### config.mk
export PLATFORM = sky130hd
export DESIGN_NAME = mclk_ratio_detector
export DESIGN_NICKNAME = d
export VERILOG_FILES = /design/src/rtl/mrd_pkg.sv /design/src/rtl/mrd_edge_sync.sv /design/src/rtl/mrd_clock_watch.sv /design/src/rtl/mrd_ratio_meter.sv /design/src/rtl/mrd_run_ctrl.sv /design/src/rtl/mclk_ratio_detector.sv
export SDC_FILE = /design/constraint.sdc
export NUM_CORES = 1
export LEC_CHECK = 0
export ABC_CLOCK_PERIOD_IN_PS = 6100
export BUFFER_PORTS_ARGS = -buffer_cell sky130_fd_sc_hd__clkbuf_2
export CAP_MARGIN = 25
export CORE_MARGIN = 4
export CORE_UTILIZATION = 60
export DETAILED_ROUTE_END_ITERATION = 6
export PLACE_DENSITY = 0.77
export SLEW_MARGIN = 20
export SYNTH_ARGS = -nofsm -noshare
export SYNTH_HDL_FRONTEND = slang
export SYNTH_SLANG_ARGS = --single-unit
### constraint.sdc
create_clock -name clk -period 6.1 [get_ports clk]
set_clock_uncertainty 0.1 [all_clocks]
set_input_delay 0.61 -clock clk [delete_from_list [all_inputs] [get_ports clk]]
set_output_delay 0.61 -clock clk [all_outputs]
set_load 0.02 [all_outputs]
### src/rtl/mrd_pkg.sv
package mrd_pkg;

  typedef enum logic [1:0] {
    SPD_NORMAL = 2'b00,
    SPD_DOUBLE = 2'b01,
    SPD_HALF   = 2'b10,
    SPD_AUTO   = 2'b11
  } speed_e;

  localparam int RC_W = 4;

  // Count of master-clock edges per frame -> ratio code (0 = illegal)
  function automatic logic [RC_W-1:0] ratio_to_code(input logic [31:0] n);
    case (n)
      32'd128:  return 4'd1;
      32'd192:  return 4'd2;
      32'd256:  return 4'd3;
      32'd384:  return 4'd4;
      32'd512:  return 4'd5;
      32'd768:  return 4'd6;
      32'd1024: return 4'd7;
      32'd1536: return 4'd8;
      default:  return 4'd0;
    endcase
  endfunction

  // Automatic speed choice for a legal code
  function automatic speed_e auto_speed(input logic [RC_W-1:0] c);
    if (c >= 4'd7)      return SPD_HALF;
    else if (c >= 4'd5) return SPD_NORMAL;
    else                return SPD_DOUBLE;
  endfunction

  // Is code c acceptable under speed mode m
  function automatic logic code_allowed(input speed_e m, input logic [RC_W-1:0] c);
    case (m)
      SPD_HALF:   return c inside {4'd5, 4'd6, 4'd7, 4'd8};
      SPD_NORMAL: return c inside {4'd3, 4'd4, 4'd5, 4'd6};
      SPD_DOUBLE: return c inside {4'd1, 4'd2, 4'd3, 4'd4};
      default:    return c != 4'd0;
    endcase
  endfunction

endpackage

### src/rtl/mrd_edge_sync.sv
module mrd_edge_sync #(
  parameter int STAGES = 2
) (
  input  logic clk,
  input  logic rst_n,
  input  logic d_i,
  output logic rise_o
);
  logic [STAGES-1:0] sh_q;
  logic              last_q;

  always_ff @(posedge clk or negedge rst_n) begin
    if (!rst_n) begin
      sh_q   <= '0;
      last_q <= 1'b0;
    end else begin
      sh_q   <= {sh_q[STAGES-2:0], d_i};
      last_q <= sh_q[STAGES-1];
    end
  end

  assign rise_o = sh_q[STAGES-1] & ~last_q;
endmodule

### src/rtl/mrd_clock_watch.sv
module mrd_clock_watch #(
  parameter int TIMEOUT = 64
) (
  input  logic clk,
  input  logic rst_n,
  input  logic edge_i,
  output logic alive_o
);
  localparam int TW = $clog2(TIMEOUT + 1);

  logic [TW-1:0] idle_q;
  logic          alive_q;

  always_ff @(posedge clk or negedge rst_n) begin
    if (!rst_n) begin
      idle_q  <= '0;
      alive_q <= 1'b0;
    end else if (edge_i) begin
      idle_q  <= '0;
      alive_q <= 1'b1;
    end else if (idle_q == TW'(TIMEOUT)) begin
      alive_q <= 1'b0;
    end else begin
      idle_q <= idle_q + 1'b1;
    end
  end

  assign alive_o = alive_q;
endmodule

### src/rtl/mrd_ratio_meter.sv
module mrd_ratio_meter
  import mrd_pkg::*;
#(
  parameter int MAX_RATIO = 1536
) (
  input  logic            clk,
  input  logic            rst_n,
  input  logic            mclk_rise_i,
  input  logic            lrck_rise_i,
  input  logic            alive_i,
  output logic            valid_o,
  output logic [RC_W-1:0] code_o
);
  localparam int LIMIT = MAX_RATIO + 1;
  localparam int CW    = $clog2(LIMIT + 1);

  logic [CW-1:0]   cnt_q;
  logic [RC_W-1:0] prev_q, acc_q, cur;
  logic            valid_q;

  assign cur = ratio_to_code(32'(cnt_q));

  always_ff @(posedge clk or negedge rst_n) begin
    if (!rst_n) begin
      cnt_q   <= '0;
      prev_q  <= '0;
      acc_q   <= '0;
      valid_q <= 1'b0;
    end else if (!alive_i) begin
      cnt_q   <= '0;
      prev_q  <= '0;
      acc_q   <= '0;
      valid_q <= 1'b0;
    end else if (lrck_rise_i) begin
      // a coincident master edge belongs to the new frame
      cnt_q  <= mclk_rise_i ? CW'(1) : '0;
      prev_q <= cur;
      if (cur != '0 && cur == prev_q) begin
        acc_q   <= cur;
        valid_q <= 1'b1;
      end else begin
        acc_q   <= '0;
        valid_q <= 1'b0;
      end
    end else begin
      if (mclk_rise_i && cnt_q != CW'(LIMIT)) cnt_q <= cnt_q + 1'b1;
      if (cnt_q == CW'(LIMIT)) begin
        // frame clock missing
        prev_q  <= '0;
        acc_q   <= '0;
        valid_q <= 1'b0;
      end
    end
  end

  assign valid_o = valid_q;
  assign code_o  = acc_q;
endmodule

### src/rtl/mrd_run_ctrl.sv
module mrd_run_ctrl
  import mrd_pkg::*;
#(
  parameter int FALL_FRAMES = 4,
  parameter int RISE_FRAMES = 3
) (
  input  logic            clk,
  input  logic            rst_n,
  input  logic            lrck_rise_i,
  input  logic            alive_i,
  input  logic            valid_i,
  input  logic [RC_W-1:0] code_i,
  input  logic [1:0]      speed_sel_i,
  input  logic            soft_run_i,
  output logic [1:0]      speed_mode_o,
  output logic            core_run_o
);
  localparam int MAXF = (FALL_FRAMES > RISE_FRAMES) ? FALL_FRAMES : RISE_FRAMES;
  localparam int FW   = $clog2(MAXF + 1);

  speed_e        sel_e, mode_q;
  logic [FW-1:0] pend_q, need;
  logic          int_run_q, run_q, lock_ok;

  assign sel_e   = speed_e'(speed_sel_i);
  assign need    = soft_run_i ? FW'(RISE_FRAMES - 1) : FW'(FALL_FRAMES - 1);
  assign lock_ok = valid_i && code_allowed(sel_e, code_i);

  // frame-delayed carry of the software run bit
  always_ff @(posedge clk or negedge rst_n) begin
    if (!rst_n) begin
      int_run_q <= 1'b1;
      pend_q    <= '0;
    end else if (soft_run_i == int_run_q) begin
      pend_q <= '0;
    end else if (lrck_rise_i) begin
      if (pend_q == need) begin
        int_run_q <= soft_run_i;
        pend_q    <= '0;
      end else begin
        pend_q <= pend_q + 1'b1;
      end
    end
  end

  always_ff @(posedge clk or negedge rst_n) begin
    if (!rst_n) begin
      mode_q <= SPD_NORMAL;
      run_q  <= 1'b0;
    end else begin
      if (sel_e != SPD_AUTO) mode_q <= sel_e;
      else if (valid_i)      mode_q <= auto_speed(code_i);
      run_q <= int_run_q && alive_i && lock_ok;
    end
  end

  assign speed_mode_o = mode_q;
  assign core_run_o   = run_q;
endmodule

### src/rtl/mclk_ratio_detector.sv
module mclk_ratio_detector
  import mrd_pkg::*;
#(
  parameter int SYNC_STAGES  = 2,
  parameter int MAX_RATIO    = 1536,
  parameter int MCLK_TIMEOUT = 64,
  parameter int FALL_FRAMES  = 4,
  parameter int RISE_FRAMES  = 3
) (
  input  logic       clk,
  input  logic       rst_n,
  input  logic       mclk_i,
  input  logic       lrck_i,
  input  logic [1:0] speed_sel_i,
  input  logic       soft_run_i,
  output logic [1:0] speed_mode_o,
  output logic [3:0] ratio_code_o,
  output logic       ratio_valid_o,
  output logic       core_run_o
);
  localparam int N_CLK = 2;

  logic [N_CLK-1:0] raw, rise;
  logic             alive, valid;
  logic [RC_W-1:0]  code;

  assign raw = {lrck_i, mclk_i};

  for (genvar g = 0; g < N_CLK; g++) begin : g_sync
    mrd_edge_sync #(.STAGES(SYNC_STAGES)) u_sync (
      .clk    (clk),
      .rst_n  (rst_n),
      .d_i    (raw[g]),
      .rise_o (rise[g])
    );
  end

  mrd_clock_watch #(.TIMEOUT(MCLK_TIMEOUT)) u_watch (
    .clk     (clk),
    .rst_n   (rst_n),
    .edge_i  (rise[0]),
    .alive_o (alive)
  );

  mrd_ratio_meter #(.MAX_RATIO(MAX_RATIO)) u_meter (
    .clk         (clk),
    .rst_n       (rst_n),
    .mclk_rise_i (rise[0]),
    .lrck_rise_i (rise[1]),
    .alive_i     (alive),
    .valid_o     (valid),
    .code_o      (code)
  );

  mrd_run_ctrl #(.FALL_FRAMES(FALL_FRAMES), .RISE_FRAMES(RISE_FRAMES)) u_ctrl (
    .clk          (clk),
    .rst_n        (rst_n),
    .lrck_rise_i  (rise[1]),
    .alive_i      (alive),
    .valid_i      (valid),
    .code_i       (code),
    .speed_sel_i  (speed_sel_i),
    .soft_run_i   (soft_run_i),
    .speed_mode_o (speed_mode_o),
    .core_run_o   (core_run_o)
  );

  assign ratio_code_o  = code;
  assign ratio_valid_o = valid;
endmodule

==> results of run 1 <==
-- power by group --
part           leakage, nW  internal (mW)  switching, mW
registers            0.539          0.289         0.0208
logic                0.482         0.0301         0.0415
clock network       0.0481         0.0811         0.0990
-- per-stage QoR --
stage	setup WS, ns	cell area, sq um	utilization (%)	instances	total power [mW]
floorplan	4.083	2268	-	251	0.3632
CTS	3.738	2449	66.88	311	0.5668
global route	3.586	2449	66.88	311	0.5967
global placement	3.836	2357	64.39	303	0.3830
finish	3.739	2449	66.88	311	0.5616
detailed placement	3.760	2357	64.39	303	0.3865
-- critical path, delay by kind of cell, from the launching register on --
kind / cells / cell delay [ns]
simple gates: 3 / 0.99
compound gates: 2 / 0.62
flops: 1 / 0.55
-- kinds of logic (layout without fill, tap and decap cells) --
family / count (synthesis) / in the layout / share of synthesized area [%]
and+or+nand+nor: 109 / 109 / 23.77
AOI/OAI and AO/OA: 58 / 58 / 16.82
DFF: 41 / 41 / 45.28
xor gates and xnor gates: 18 / 18 / 6.950
buffers and inverters: 17 / 29 / 2.978
adders and majority gates: 6 / 6 / 3.309
muxes: 2 / 2 / 0.8826
-- layout by cell type, fill, tap and decap left out, drive strengths merged, types with 3 or more instances in the layout --
cell type,n
xnor2,6
nor2b,4
ha,6
a31oi,4
nand4,6
clkinv,3
xor2,12
inv,7
clkbuf,18
dfrtp,40
nor3,7
o31ai,5
nand3,9
a21oi,9
nand2,32
nor4,6
o21ai,20
nor2,29
-- per-layer routing --
layer / vias up / GRT usage, % / wire length, um
met5: - / 0 / 0
met4: 0 / 4.338 / 38
met3: 5 / 5.652 / 207
met2: 39 / 30.40 / 2008
met1: 852 / 26.55 / 2109
li1: 925 / - / -
-- registers in the layout, summed over array words and instances, names as in the netlist --
register              flops
u_watch.idle_q            7
u_ctrl.pend_q             3
u_meter.cnt_q            11
u_meter.valid_o           1
u_ctrl.core_run_o         1
u_ctrl.int_run_q          1
u_meter.code_o            4
u_watch.alive_o           1
u_ctrl.speed_mode_o       2
g_sync.u_sync.sh_q        4
u_meter.prev_q            4
g_sync.u_sync.last_q      2
-- cell type report --
class	count	area (sq um)	area share [%]
Tap cell	48	60.06	2.453
Timing Repair Buffer	14	70.07	2.862
Sequential cell	41	1027	41.95
Multi-Input combinational cell	193	1174	47.93
Inverter	7	26.28	1.073
Clock inverter	3	22.52	0.9198
Clock buffer	5	68.82	2.810
-- worst paths after layout --
kind	depth (start not counted)	slack, ns	endpoint	from
max	5	3.74	u_meter.valid_o$_DFFE_PN0P_	u_meter.cnt_q[7]$_DFFE_PN0P_
min	0	0.25	g_sync[0].u_sync.sh_q[1]$_DFF_PN0_	g_sync[0].u_sync.sh_q[0]$_DFF_PN0_
max reg2reg	5	3.74	u_meter.valid_o$_DFFE_PN0P_	u_meter.cnt_q[7]$_DFFE_PN0P_
min reg2reg	0	0.25	g_sync[0].u_sync.sh_q[1]$_DFF_PN0_	g_sync[0].u_sync.sh_q[0]$_DFF_PN0_
max in group asynchronous	1	4.99	u_meter.cnt_q[9]$_DFFE_PN0P_	rst_n
min in group asynchronous	1	0.34	u_ctrl.speed_mode_o[1]$_DFFE_PN0P_	rst_n
==> reports/qor.yml, run 1 <==
port_buffers: 14
rows: 22
grt_pass1_vias: 1665
area.growth.synth_to_final_pct: 7.943
fmax_mhz: 423.5
cts_buffer_depth: 2
htreeDepth: 2
die_h_um: 69.49
syn-num-nets: 264
avgSynthCellArea_sq_um: 9.038
clkLatencyLatePin_ns: 0.30
dp_hpwl_um: 3045
synth_flop_cell: "dfrtp_1"
synth_area_leaders: "dfrtp_1, nand2_1, nor2_1"
fill_cells: 319
synthTopCellsByCount: "dfrtp_1, nand2_1, nor2_1"
gp_congestion: 0.9125
max_cap_viol_count: 0
slowest_stage: "or4_4"
synth.top_cell.area_share_pct: 44.13
overflow: 0
drive_above_1_share_pct: 10.27
yosysUniqueCellTypes: 49
crit_required_ns: 6.20
drt_wl_total_um: 4364
synth_seq_cells: 41
async_flop_share_pct: 100.0
io_pins: 15
cts-root-buf: "clkbuf_8"
postCtsResizedCells: 0
ys_warn_count: 0
whs_ns: 0.2500
synth-seq-area-share_pct: 45.28
cp-start-kind: "flop"
cellPowerDensity_mw_per_mm2: 229.4
setup-tns-final_ns: 0
ir_drop_v: 0.0001615
numClockSinks: 41
coreArea_sq_mm: 0.003661
initial_core_util_pct: 61.96
period_needed_ns: 2.361
antenna_cells: 0
tightest_slew_ns: 0.9058
maxSlewViolCount: 0
die-area_sq_mm: 0.004828
dieWidth_um: 69.49
drc_errors: 0
synth_cells: 251
cts_buffers: 5
status: "completed"
via_per_inst: 5.855
grt_antenna_before_repair: 0
cts_tree: "built"
track_usage_pct: 19.35
clkTransAtPathRegs_ns: 0.08
grt_setup_unrepaired: "false"
num_vias: 1821
synth_edf_count: 0
timing.final.crit_share_pct: 38.71
nNetsFinal: 275
relSlewSlack_pct: 39.61
leakage_nw: 1.069
path_max_fanout: 15
firstDrtPassIters: 4
finalSetupViolCount: 0
drtIter0Drc: 163
ant_nets: 0
post_cts_buffers: 0
grt_pass1_wl_um: 7686
end_kind: "flop"
crit_type: "flop to flop"
syn_area_sq_mm: 0.002268
hp-class: "flop to flop"
crit_arrival_ns: 2.47
crit_chain: "or4_4 -> o31a_1 -> nor4_2 -> nand4_1 -> o31ai_1"
post-synth-top-count-cell: "dfrtp_1"
final_hold_viol_count: 0
cpPeakStageDelay_ns: 0.61
grt_max_degree: 42
yosys.area.top_type: "dfrtp_1"
wire_per_inst_um: 14.03
postCtsHoldBufs: 0
Note: power is estimated with default switching activity, not from simulation.
==> run 2, diff against run 1 <==
Settings changed: ABC_CLOCK_PERIOD_IN_PS 6100 to 2200.
Clock period 6.1 ns to 2.2 ns, I/O delays scaled along.
==> run 2 against run 1 <==
Effect of this change: the flow now finishes with violations (negative setup slack); hold slack worse by 0.16 ns; critical path depth is 2 higher; clock power grew to 3.3 times the previous value; total power grew to 3.1 times the previous value; sequential share of layout area is 3.7 points lower; non-clock buffer count is 24 higher; first-iteration DRC count is 13% higher; fmax is 6.7% higher; register-to-register slack worse by 3.8 ns; sequential cell count stayed put.
==> reports/qor.yml, run 2 (synthesis results as in run 1) <==
coreArea_sq_mm: 0.003661
antenna_cells: 0
clkTransAtPathRegs_ns: 0.08
via_per_inst: 5.755
gp_congestion: 0.7926
crit_arrival_ns: 2.27
die-area_sq_mm: 0.004828
drt_wl_total_um: 4580
worstSetupStartpoint: "u_meter.cnt_q[0]$_DFFE_PN0P_"
tightest_slew_ns: 0.6309
hp-class: "primary input to flop"
grt_pass1_vias: 1846
cts_buffer_depth: 2
crit_type: "flop to flop"
path_buf_inv: 1
period_needed_ns: 2.213
cp-start-kind: "flop"
grt_antenna_before_repair: 0
overflow: 0
grt_max_degree: 26
slowest_stage: "or3b_2"
rr_startpoint: "u_meter.cnt_q[0]$_DFFE_PN0P_"
max_cap_viol_count: 0
violations: "negative setup slack"
crit_required_ns: 2.26
cts_buffers: 5
reg_top3: "u_meter.cnt_q (11), u_watch.idle_q (7)"
leakage_nw: 1.200
die_h_um: 69.49
crit_family: "compound AO/OA/AOI/OAI gates"
grt_setup_unrepaired: "true"
num_vias: 1928
drtIter0Drc: 185
fmax_mhz: 451.9
final_hold_viol_count: 0
ir_drop_v: 0.0004638
layout_commonest_cell: "dfrtp_1"
finalSetupViolCount: 1
fill_cells: 259
numClockSinks: 41
clkLatencyLatePin_ns: 0.29
path_max_fanout: 8
instances_no_fill: 335
dieWidth_um: 69.49
worst_slack_ns: -0.01273
largest_reg_flops: 11
grt_pass1_wl_um: 8155
htreeDepth: 2
status: "finished with violations"
top_register: "u_meter.cnt_q"
rows: 22
dp_hpwl_um: 3275
end_kind: "flop"
cellPowerDensity_mw_per_mm2: 639.9
ant_nets: 0
cpPeakStageDelay_ns: 0.44
cts-root-buf: "clkbuf_8"
hold_start: "speed_sel_i[1]"
crit_chain: "buf_4 -> ha_1 -> or3b_2 -> o31a_1 -> o2111ai_1 -> xor2_1 -> nor2_1"
area.growth.synth_to_final_pct: 18.53
track_usage_pct: 20.73
maxSlewViolCount: 0
io_pins: 15
timing.final.crit_share_pct: 100.6
dp_cells: 321
port_buffers: 14
drc_errors: 0
relSlewSlack_pct: 57.94
finalPower_mw: 1.721
layout_common_cells: "dfrtp_1, nand2_1, nor2_1, buf_4, o21ai_0"
wire_per_inst_um: 13.67
initial_core_util_pct: 61.96
nNetsFinal: 299
cts_tree: "built"
firstDrtPassIters: 5
drive_above_1_share_pct: 19.16
==> run 2: cell count changes in the layout (fill, tap and decap cells not counted), sizes merged <==
cell         before  now
buf               1   21
bufinv            0    1
clkbuf           18   20
clkinv            3    1
dlygate4sd3       0    3
==> run 2: path summary, 6_finish.rpt <==
kind / to / slack, ns / depth (start not counted)
setup / recovery: u_meter.cnt_q[6]$_DFFE_PN0P_ / -0.01 / 7
min in group asynchronous: u_ctrl.core_run_o$_DFF_PN0_ / 0.38 / 2
hold / removal: u_ctrl.speed_mode_o[0]$_DFFE_PN0P_ / 0.09 / 2
hold reg to reg: g_sync[1].u_sync.sh_q[1]$_DFF_PN0_ / 0.26 / 0
setup reg to reg: u_meter.cnt_q[6]$_DFFE_PN0P_ / -0.01 / 7
max in group asynchronous: g_sync[0].u_sync.last_q$_DFF_PN0_ / 1.03 / 3
==> run 2: layout make-up <==
class | count | area, sq um | share of cell area (%)
Tap cell | 48 | 60.06 | 2.234
Clock inverter | 2 | 38.79 | 1.443
Timing Repair Buffer | 38 | 257.7 | 9.586
Inverter | 7 | 26.28 | 0.9772
Sequential cell | 41 | 1027 | 38.20
Clock buffer | 6 | 72.57 | 2.699
Multi-Input combinational cell | 193 | 1206 | 44.86
==> run 2: report_power, final <==
| part | switching [mW] | internal, mW | leakage, nW |
|---|---|---|---|
| logic | 0.137 | 0.131 | 0.606 |
| registers | 0.0535 | 0.801 | 0.539 |
| clock network | 0.257 | 0.341 | 0.0554 |
==> run 2: routing by layer <==
layer	vias up	part of all wire [%]	track usage [%]
li1	976	-	-
met1	901	46	27.45
met2	47	48	33.05
met3	4	4.4	5.652
met4	0	1.0	6.508
met5	-	0	0
==> run 2: per-stage QoR <==
| stage | setup slack [ns] | hold WS (ns) | util (%) | area, sq um | TNS [ns] |
|---|---|---|---|---|---|
| after global placement | 0.03313 | 0.1631 | 68.08 | 2492 | 0 |
| final | -0.01273 | 0.08835 | 73.45 | 2689 | -0.01273 |
| after global routing | -0.09928 | 0.09322 | 73.45 | 2689 | -0.5633 |
| after CTS | 0.02044 | 0.07408 | 72.49 | 2654 | 0 |
| after floorplan | 0.1832 | -0.1756 | - | 2268 | 0 |
| after detailed placement | -0.06710 | 0.1611 | 68.08 | 2492 | -0.06710 |
==> run 2: timing repair <==
action	in CTS	in global routing
hold buffers	3	0
buffers inserted	2	1
setup endpoints to repair	1	11
resized for setup	1	13
pin swaps	2	5
endpoints found under the hold margin	24	0
==> run 2: worst reg2reg max path: stages, from the launching register on <==
cell and delay [ns]:
dfrtp_1 0.41, buf_4 0.15, ha_1 0.16, or3b_2 0.44, o31a_1 0.37, o2111ai_1 0.25
xor2_1 0.16, nor2_1 0.05
==> run 3, diff against run 2 <==
Settings changed: ABC_CLOCK_PERIOD_IN_PS 2200 to 2100.
Clock period 2.2 ns to 2.1 ns, I/O delays scaled along.
==> run 3 against run 2 <==
Effect of this change: the flow still finishes with violations (negative setup slack); cell count is 3.0% higher; register-to-register slack got worse by 0.07 ns; first-iteration DRC count fell by 25%; die area unchanged; final area increased by 3.8%; sequential share of layout area is 1.4 points lower; fmax rose by 1.6%; global-route usage increased by 1.3 points; clock-buffer cell count unchanged; largest cell class unchanged.
==> reports/qor.yml, run 3 (synthesis results as in run 1) <==
status: "finished with violations"
violations: "negative setup slack"
cts_buffers: 5
cts_buffer_depth: 2
die_h_um: 69.49
slowest_stage: "dfrtp_1"
worst_slack_ns: -0.07885
clkTransAtPathRegs_ns: 0.08
crit_chain: "inv_2 -> ha_4 -> or3b_4 -> o31a_1 -> nor4_2 -> nand4_1 -> o31ai_2"
via_per_inst: 5.945
final_hold_viol_count: 0
layout_common_cells: "dfrtp_1, nand2_1, buf_4, nor2_1, o21ai_0"
end_kind: "flop"
dp_slack_ns: -0.07393
num_vias: 2051
grt_antenna_before_repair: 0
top_register: "u_meter.cnt_q"
overflow: 0
wire_per_inst_um: 14.99
numClockSinks: 41
crit_required_ns: 2.20
gp_congestion: 0.8125
reg_top3: "u_meter.cnt_q (11), u_watch.idle_q (7)"
dp_hpwl_um: 3553
initial_core_util_pct: 61.96
maxSlewViolCount: 0
tightest_slew_ns: 0.4233
firstDrtPassIters: 4
ant_nets: 0
cpPeakStageDelay_ns: 0.41
fin_util_pct: 76.25
layout_commonest_cell: "dfrtp_1"
cts_tree: "built"
drive_above_1_share_pct: 23.91
cp-start-kind: "flop"
drtIter0Drc: 138
rows: 22
port_buffers: 14
use_met3_pct: 4.783
dieWidth_um: 69.49
htreeDepth: 2
finalSetupViolCount: 8
io_pins: 15
area.growth.synth_to_final_pct: 23.06
hp-class: "primary input to flop"
busiest_layer: "met2"
coreArea_sq_mm: 0.003661
whs_ns: 0.08376
die-area_sq_mm: 0.004828
finalPower_mw: 1.731
grt_setup_unrepaired: "true"
relSlewSlack_pct: 71.58
timing.final.crit_share_pct: 103.8
ir_drop_v: 0.0006224
cellPowerDensity_mw_per_mm2: 620.2
grt_max_degree: 29
track_usage_pct: 22.06
drt_wl_total_um: 5170
clkLatencyLatePin_ns: 0.30
path_max_fanout: 5
grt_pass1_wl_um: 8645
gr-usage-met1_pct: 28.65
leakage_nw: 1.239
grt_pass1_vias: 1901
crit_type: "flop to flop"
fmax_mhz: 459.0
period_needed_ns: 2.179
nNetsFinal: 309
cts-root-buf: "clkbuf_8"
largest_reg_flops: 11
crit_arrival_ns: 2.28
antenna_cells: 0
drc_errors: 0
max_cap_viol_count: 0
grtUsageMet2_pct: 37.29
## run 3: cell types whose count changed in the layout (fill, tap and decap cells not counted), sizes merged
cell and change:
clkinvlp +2, buf +10, clkinv -1, bufinv -1
## run 3: path summary, 6_finish.rpt
kind,from,cells past startpoint,to,slack (ns)
hold / removal,speed_sel_i[1],2,u_ctrl.speed_mode_o[0]$_DFFE_PN0P_,0.08
setup / recovery,u_meter.cnt_q[0]$_DFFE_PN0P_,7,u_meter.code_o[3]$_DFFE_PN0P_,-0.08
hold reg to reg,g_sync[0].u_sync.sh_q[0]$_DFF_PN0_,0,g_sync[0].u_sync.sh_q[1]$_DFF_PN0_,0.26
min in group asynchronous,rst_n,2,u_meter.prev_q[0]$_DFFE_PN0P_,0.24
setup reg to reg,u_meter.cnt_q[0]$_DFFE_PN0P_,7,u_meter.code_o[3]$_DFFE_PN0P_,-0.08
max in group asynchronous,rst_n,3,u_meter.cnt_q[2]$_DFFE_PN0P_,0.99
## run 3: power by group
group	leakage (nW)	switching (mW)	internal (mW)
logic	0.662	0.161	0.166
clock network	0.0374	0.280	0.234
registers	0.539	0.0498	0.840
total	1.24	0.492	1.24
## run 3: layout make-up
type                       count  area, sq um
inverter                       7        26.28
clock inverter                 2        15.01
timing repair buffer          48        345.3
multi-input combinational    193         1245
sequential                    41         1027
fill                         255        869.6
tap                           48        60.06
clock buffer                   6        72.57
## run 3: per-layer routing
metal  part of all wire [%]  wire length, um  vias up
li1                       -                -     1002
met3                    4.6              237       18
met4                    2.5              127        0
met1                     44             2261      971
met5                      0                0        -
met2                     49             2545       60
## run 3: worst max-delay path, delay by kind of cell, from the launching register on
family,cells,cell delay [ns]
compound gates,2,0.58
buf+inv,1,0.10
simple gates,3,0.77
fa+ha+maj,1,0.14
flops,1,0.41
## run 3: through the flow
stage          area [sq um]  TNS (ns)  std cells
2_1_floorplan          2268         0        251
3_3_place_gp           2572         0        330
3_5_place_dp           2572   -0.1326        330
4_1_cts                2711  -0.04176        343
5_1_grt                2791    -1.478        345
6_report               2791   -0.2364        345
## run 3: repair_timing
item | CTS | global route
endpoints found under the setup margin | 5 | 13
gates resized for setup | 1 | 21
endpoints found under the hold margin | 15 | 0
hold buffers | 3 | 0
setup buffers | 2 | 2
pin swaps | 2 | 8
